## src/rtl/twi_rate_pkg.sv

```systemverilog
package twi_rate_pkg;

   // Fixed decade stage of the divider chain
   localparam int unsigned DECADE_DIV = 10;
   // Number of chained counter stages
   localparam int unsigned NUM_STAGES = 4;

   typedef enum int unsigned {
      STG_HIGH   = 0,
      STG_DECADE = 1,
      STG_MDIV   = 2,
      STG_NDIV   = 3
   } stage_e;

   function automatic int unsigned imax(input int unsigned a, input int unsigned b);
      return (a > b) ? a : b;
   endfunction

endpackage

```

## src/rtl/twi_rate_cfg.sv

```systemverilog
module twi_rate_cfg #(
   parameter int unsigned THP_W   = 8,
   parameter int unsigned M_W     = 4,
   parameter int unsigned N_W     = 3,
   parameter int unsigned CTL_W   = 8,
   parameter int unsigned THP_MIN = 5,
   parameter int unsigned THP_RST = 8'h18,
   parameter int unsigned M_RST   = 2,
   parameter int unsigned N_RST   = 0
) (
   input  logic             clk,
   input  logic             rst_n,
   input  logic             thp_we,
   input  logic [THP_W-1:0] thp_wd,
   input  logic             ctl_we,
   input  logic [CTL_W-1:0] ctl_wd,
   input  logic             load_i,
   output logic [THP_W-1:0] thp_act,
   output logic [M_W-1:0]   m_act,
   output logic [N_W-1:0]   n_act
);

   localparam int unsigned FLD_W = M_W + N_W;

   logic [THP_W-1:0] thp_pend;
   logic [M_W-1:0]   m_pend;
   logic [N_W-1:0]   n_pend;
   logic [THP_W-1:0] thp_clamped;

   generate
      if (FLD_W > CTL_W) begin : g_bad_fields
         $error("M and N fields do not fit in the control byte");
      end
      if (THP_MIN < 1 || THP_MIN >= (1 << THP_W)) begin : g_bad_min
         $error("THP_MIN out of range");
      end
      if (FLD_W < CTL_W) begin : g_spare
         logic unused_ctl_bits;
         assign unused_ctl_bits = ^ctl_wd[CTL_W-1:FLD_W];
      end
   endgenerate

   // Staging registers, written at any time
   always_ff @(posedge clk or negedge rst_n) begin
      if (!rst_n) begin
         thp_pend <= THP_W'(THP_RST);
         m_pend   <= M_W'(M_RST);
         n_pend   <= N_W'(N_RST);
      end else begin
         if (thp_we) thp_pend <= thp_wd;
         if (ctl_we) begin
            m_pend <= ctl_wd[FLD_W-1:N_W];
            n_pend <= ctl_wd[N_W-1:0];
         end
      end
   end

   assign thp_clamped = (thp_pend < THP_W'(THP_MIN)) ? THP_W'(THP_MIN) : thp_pend;

   // Running registers, copied only at a full-period boundary
   always_ff @(posedge clk or negedge rst_n) begin
      if (!rst_n) begin
         thp_act <= THP_W'(THP_RST);
         m_act   <= M_W'(M_RST);
         n_act   <= N_W'(N_RST);
      end else if (load_i) begin
         thp_act <= thp_clamped;
         m_act   <= m_pend;
         n_act   <= n_pend;
      end
   end

   // running values move only on a boundary load
   p_cfg_hold_r7: assert property (@(posedge clk) disable iff (!rst_n)
      !load_i |=> $stable({thp_act, m_act, n_act}));

   // the running high period never drops below the floor
   p_thp_floor_r6: assert property (@(posedge clk) disable iff (!rst_n)
      thp_act >= THP_W'(THP_MIN));

endmodule

```

## src/rtl/twi_rate_stage.sv

```systemverilog
module twi_rate_stage #(
   parameter int unsigned CW = 8
) (
   input  logic          clk,
   input  logic          rst_n,
   input  logic          adv_i,
   input  logic [CW-1:0] lim_i,
   output logic          term_o
);

   logic [CW-1:0] cnt;

   assign term_o = (cnt == lim_i);

   always_ff @(posedge clk or negedge rst_n) begin
      if (!rst_n)     cnt <= '0;
      else if (adv_i) cnt <= term_o ? '0 : cnt + 1'b1;
   end

   // a stage never runs past its terminal count
   p_cnt_in_range_r2: assert property (@(posedge clk) disable iff (!rst_n)
      cnt <= lim_i);

endmodule

```

## src/rtl/twi_rate_gen.sv

```systemverilog
module twi_rate_gen #(
   parameter int unsigned THP_W   = 8,
   parameter int unsigned M_W     = 4,
   parameter int unsigned N_W     = 3,
   parameter int unsigned CTL_W   = 8,
   parameter int unsigned THP_MIN = 5,
   parameter int unsigned THP_RST = 8'h18,
   parameter int unsigned M_RST   = 2,
   parameter int unsigned N_RST   = 0
) (
   input  logic             clk,
   input  logic             rst_n,
   input  logic             thp_we,
   input  logic [THP_W-1:0] thp_wdata,
   input  logic             ctl_we,
   input  logic [CTL_W-1:0] ctl_wdata,
   output logic             osc_tick,
   output logic             scl_phase
);
   import twi_rate_pkg::*;

   localparam int unsigned NS = NUM_STAGES;
   localparam int unsigned CW = imax(imax(THP_W, M_W),
                                     imax((1 << N_W) - 1, $clog2(DECADE_DIV)));

   logic [THP_W-1:0] thp_act;
   logic [M_W-1:0]   m_act;
   logic [N_W-1:0]   n_act;
   logic [CW-1:0]    lim  [NS];
   logic [NS-1:0]    term;
   logic [NS:0]      adv;
   logic             wrap;
   logic             load;

   generate
      if (DECADE_DIV < 2) begin : g_bad_decade
         $error("decade stage must divide by at least two");
      end
   endgenerate

   assign wrap = adv[NS];
   assign load = wrap & scl_phase;

   twi_rate_cfg #(
      .THP_W(THP_W), .M_W(M_W), .N_W(N_W), .CTL_W(CTL_W),
      .THP_MIN(THP_MIN), .THP_RST(THP_RST), .M_RST(M_RST), .N_RST(N_RST)
   ) u_cfg (
      .clk     (clk),
      .rst_n   (rst_n),
      .thp_we  (thp_we),
      .thp_wd  (thp_wdata),
      .ctl_we  (ctl_we),
      .ctl_wd  (ctl_wdata),
      .load_i  (load),
      .thp_act (thp_act),
      .m_act   (m_act),
      .n_act   (n_act)
   );

   assign lim[STG_HIGH]   = CW'(thp_act);
   assign lim[STG_DECADE] = CW'(DECADE_DIV - 1);
   assign lim[STG_MDIV]   = CW'(m_act);
   assign lim[STG_NDIV]   = CW'((1 << n_act) - 1);

   assign adv[0] = 1'b1;

   generate
      for (genvar i = 0; i < NS; i++) begin : g_stage
         twi_rate_stage #(.CW(CW)) u_stage (
            .clk    (clk),
            .rst_n  (rst_n),
            .adv_i  (adv[i]),
            .lim_i  (lim[i]),
            .term_o (term[i])
         );
         assign adv[i+1] = adv[i] & term[i];
      end
   endgenerate

   always_ff @(posedge clk or negedge rst_n) begin
      if (!rst_n) begin
         osc_tick  <= 1'b0;
         scl_phase <= 1'b0;
      end else begin
         osc_tick  <= wrap;
         scl_phase <= scl_phase ^ wrap;
      end
   end

   // the tick is a single-cycle pulse
   p_tick_pulse_r3: assert property (@(posedge clk) disable iff (!rst_n)
      osc_tick |=> !osc_tick);

   // phase moves with the tick
   p_phase_moves_r4: assert property (@(posedge clk) disable iff (!rst_n)
      osc_tick |-> !$stable(scl_phase));

   // phase rests between ticks
   p_phase_holds_r4: assert property (@(posedge clk) disable iff (!rst_n)
      !osc_tick |-> $stable(scl_phase));

endmodule

```

## config.mk

```make
export PLATFORM = sky130hd
export DESIGN_NAME = twi_rate_gen
export DESIGN_NICKNAME = d
export VERILOG_FILES = /design/src/rtl/twi_rate_pkg.sv /design/src/rtl/twi_rate_cfg.sv /design/src/rtl/twi_rate_stage.sv /design/src/rtl/twi_rate_gen.sv
export SDC_FILE = /design/constraint.sdc
export NUM_CORES = 1
export LEC_CHECK = 0
export ABC_CLOCK_PERIOD_IN_PS = 4000
export CAP_MARGIN = 15
export CELL_PAD_IN_SITES_DETAIL_PLACEMENT = 1
export CELL_PAD_IN_SITES_GLOBAL_PLACEMENT = 1
export CORE_MARGIN = 2
export CORE_UTILIZATION = 46
export CTS_BUF_LIST = sky130_fd_sc_hd__clkbuf_8 sky130_fd_sc_hd__clkbuf_16
export CTS_CLUSTER_DIAMETER = 150
export DETAILED_ROUTE_END_ITERATION = 16
export PLACE_DENSITY_LB_ADDON = 0.1
export SLEW_MARGIN = 20
export SYNTH_ARGS = -nofsm -noshare
export SYNTH_HDL_FRONTEND = slang
export SYNTH_SLANG_ARGS = --single-unit
```

## constraint.sdc

```tcl
create_clock -name clk -period 4 [get_ports clk]
set_clock_uncertainty 0.05 [all_clocks]
set_input_delay 1 -clock clk [delete_from_list [all_inputs] [get_ports clk]]
set_output_delay 1 -clock clk [all_outputs]
set_load 0.005 [all_outputs]
```

==> results.py <==
metrics = {
    "die": {
        "ios": 22,
        "die_w_um": 86.8,
        "design.core.area_um2": 6720,
        "die_h_um": 86.8,
        "core.rowCount": 30,
        "die_area_um2": 7540,
        "start_util": 0.470,
    },
    "routing": {
        "routedWlPerCell_um": 16.9,
        "drcViolationCount": 0,
        "ant_nets": 0,
        "vias_per_cell": 5.79,
        "wl_um": 6660,
        "dr.pass1.iters": 4,
        "dr_total_vias": 2287,
        "initialDrtViolationCount": 63,
    },
    "timing": {
        "grt_setup_unrepaired": "no",
        "tns_ps": 0,
        "setup_viol": 0,
        "fin_crit_sh": 0.806,
        "timing.fmax_ghz": 0.310,
        "fin_crit_ps": 3230,
        "finalHoldViolCount": 0,
        "slew_violations": 0,
        "slew_headroom": 0.602,
        "tightest_slew_ps": 597,
    },
    "worst_hold_path": {
        "min_delay_path_depth": 1,
        "hold_end": "g_stage[1].u_stage.cnt[7]$_DFFE_PN0N_",
        "hold_path.startpoint": "g_stage[1].u_stage.cnt[7]$_DFFE_PN0N_",
        "worst_hold_path_type": "flop to flop",
    },
    "synth": {
        "synthCells": 288,
        "synth_seq_cells": 64,
        "syn-num-nets": 314,
        "synth_top_area_share": 0.460,
        "yosysSeqAreaShare": 0.510,
        "synth_top_flop_cell": "dfrtp_1",
        "yosysMostFrequentCell": "dfrtp_1",
        "synth_area_um2": 3160,
        "syn_avg_cell_area_um2": 11.0,
        "synthDistinctLibCells": 43,
        "yosys.area.top_type": "dfrtp_1",
        "synth_common_cells": "dfrtp_1 (58), mux2_2 (26), nand2_1 (23), o21ai_0 (23), nor2_1 (20)",
        "synth_edf_count": 0,
        "synthTopCellsByArea": "dfrtp_1 (46%), mux2_2 (9.3%), dfstp_2 (5.0%)",
        "synth-async-reset-ratio": 1.00,
        "ys_warn_count": 0,
    },
    "clock_network": {
        "cts_tree": "done",
        "ctsRootBufferMaster": "clkbuf_8",
        "tritoncts.num_buffers": 9,
        "clock-sinks": 64,
        "htree_levels": 3,
        "hold_buffers": 0,
        "cts.path.max_buffers": 2,
        "cts_setup_buffers": 0,
        "insertion_delay_ps": 350,
        "ctsResizeCount": 0,
        "path_clk_slew_ps": 70,
    },
    "placement": {
        "io_buffers": 20,
        "dp_hpwl_um": 4580,
        "place.gp.congestion": 0.763,
        "postPlaceCellArea_um2": 3420,
    },
    "cells_and_area": {
        "regArea_um2": 1610,
        "multiInputGateArea_um2": 1480,
        "design_area_um2": 3690,
        "fillCellCount": 717,
        "finish.utilization": 0.549,
        "area_growth_pct": 16.9,
        "insertedDiodeCount": 0,
        "final_nets": 336,
        "drive_above_1_share": 0.210,
    },
    "setup_path": {
        "worstPathRequired_ps": 4180,
        "crit_path_end_kind": "flop",
        "startpoint_type": "flop",
        "r2r_end": "u_cfg.thp_act[7]$_DFFE_PN0P_",
        "crit_arrival_ps": 3410,
        "ff2ff_setup_slack_ps": 770,
        "reg2reg_depth": 7,
        "worstReg2RegStart": "u_cfg.n_act[2]$_DFFE_PN0P_",
        "crit_fanout": 11,
        "worstSetupPathType": "flop to flop",
    },
    "power_and_ir_drop": {
        "ir_drop_uv": 325,
        "p_leak_nw": 1.58,
        "powerDensity_nw_per_um2": 488,
    },
    "global_route": {
        "grt_pass1_vias": 2364,
        "grtUsageTotal": 0.201,
        "grt_pass1_wl_um": 11600,
        "grtUsageMet1": 0.273,
        "globalRouteOverflowTotal": 0,
        "grt.busiest_layer": "met2",
        "antenna_found_initial": 0,
        "grt_max_degree": 47,
        "use_met3": 0.0343,
        "gr-usage-met2": 0.319,
    },
    "run": {
        "maxCapViolCount": 0,
    },
    "run_status": {
        "outcome": "complete, no violations",
    },
}
[how the worst max path moves through the flow]
stage	end	slack (ps)	startpoint
detailed placement	u_cfg.thp_act[7]$_DFFE_PN0P_	720	u_cfg.n_act[2]$_DFFE_PN0P_
floorplan	u_cfg.m_act[0]$_DFFE_PN0P_	1160	u_cfg.n_act[2]$_DFFE_PN0P_
CTS	u_cfg.thp_act[7]$_DFFE_PN0P_	710	u_cfg.n_act[2]$_DFFE_PN0P_
global route	u_cfg.thp_act[5]$_DFFE_PN0P_	510	g_stage[3].u_stage.cnt[1]$_DFFE_PN0P_
global placement	u_cfg.thp_act[7]$_DFFE_PN0P_	810	u_cfg.n_act[2]$_DFFE_PN0P_
finish	u_cfg.thp_act[7]$_DFFE_PN0P_	770	u_cfg.n_act[2]$_DFFE_PN0P_
[critical path, stage by stage, from the launching register on]
cell     delay, ps
dfrtp_1        490
or4b_2         690
o21ai_0        120
o22ai_2        200
nor4_1         430
ha_1           510
buf_4          270
mux2_2         350
[final cells by class]
type,instances,area share
multi-input cells,207,0.401
repair buffers,22,0.0570
well taps,80,0.0271
clock inverters,6,0.0353
inverters,6,0.00611
flip-flops and latches,64,0.436
clock buffers,10,0.0373
[layer usage]
metal | vias to the layer above | share of wire
met5 | - | 0
met4 | 0 | 0.018
li1 | 1073 | -
met2 | 28 | 0.50
met1 | 1174 | 0.46
met3 | 12 | 0.023
[report_power, final]
part           internal, W  switching (W)  total, W  leakage, nW
combinational     0.000120       0.000135  0.000255        0.639
clock             0.000492       0.000256  0.000748        0.136
sequential        0.000720      0.0000774  0.000797        0.805
[flip-flops by register name (all words and copies together) (netlist names)]
register,cells
g_stage.u_stage.cnt,32
u_cfg.thp_act,8
u_cfg.thp_pend,8
u_cfg.m_act,4
u_cfg.m_pend,4
u_cfg.n_act,3
u_cfg.n_pend,3
osc_tick,1
scl_phase,1
[through the flow]
step           hold WS, ps  setup slack [ps]  power [W]  instances
2_1_floorplan          388              1160   0.000979        288
3_3_place_gp           405               813    0.00105        379
6_report               420               774    0.00180        395
5_1_grt                460               512    0.00189        395
4_1_cts                429               709    0.00182        395
3_5_place_dp           418               722    0.00106        379
[layout by cell type, fill, tap and decap left out, types with 2 or more instances in the layout]
master           count
nand4_1              8
o41ai_1              2
clkdlybuf4s50_1     19
a31oi_1              2
xnor2_1              7
clkbuf_8            10
ha_1                 6
a21oi_1              7
inv_1                6
bufinv_16            4
buf_4                2
nor4_1               3
clkinv_2             2
nand2_1             23
dfstp_2              6
or3_1                2
dfrtp_1             58
and3_1               8
or2_2                3
mux2_2              26
o21ai_1              2
o21ai_0             23
nor2b_1              3
nor4_4               2
nor2_1              20
xor2_1              18
nand3_1             15
o211ai_1             9
[cells by family (layout without fill, tap and decap cells)]
family,Yosys count,after routing,share of synthesized area
adder cells (fa/ha/maj),7,7,0.0270
buffers and inverters,17,44,0.0214
multiplexers,26,26,0.0928
XOR/XNOR,25,25,0.0694
AND/OR/NAND/NOR,99,99,0.181
AO/OA/AOI/OAI,50,50,0.0983
flip-flops,64,64,0.510
Note: power is estimated with default switching activity, not from simulation.
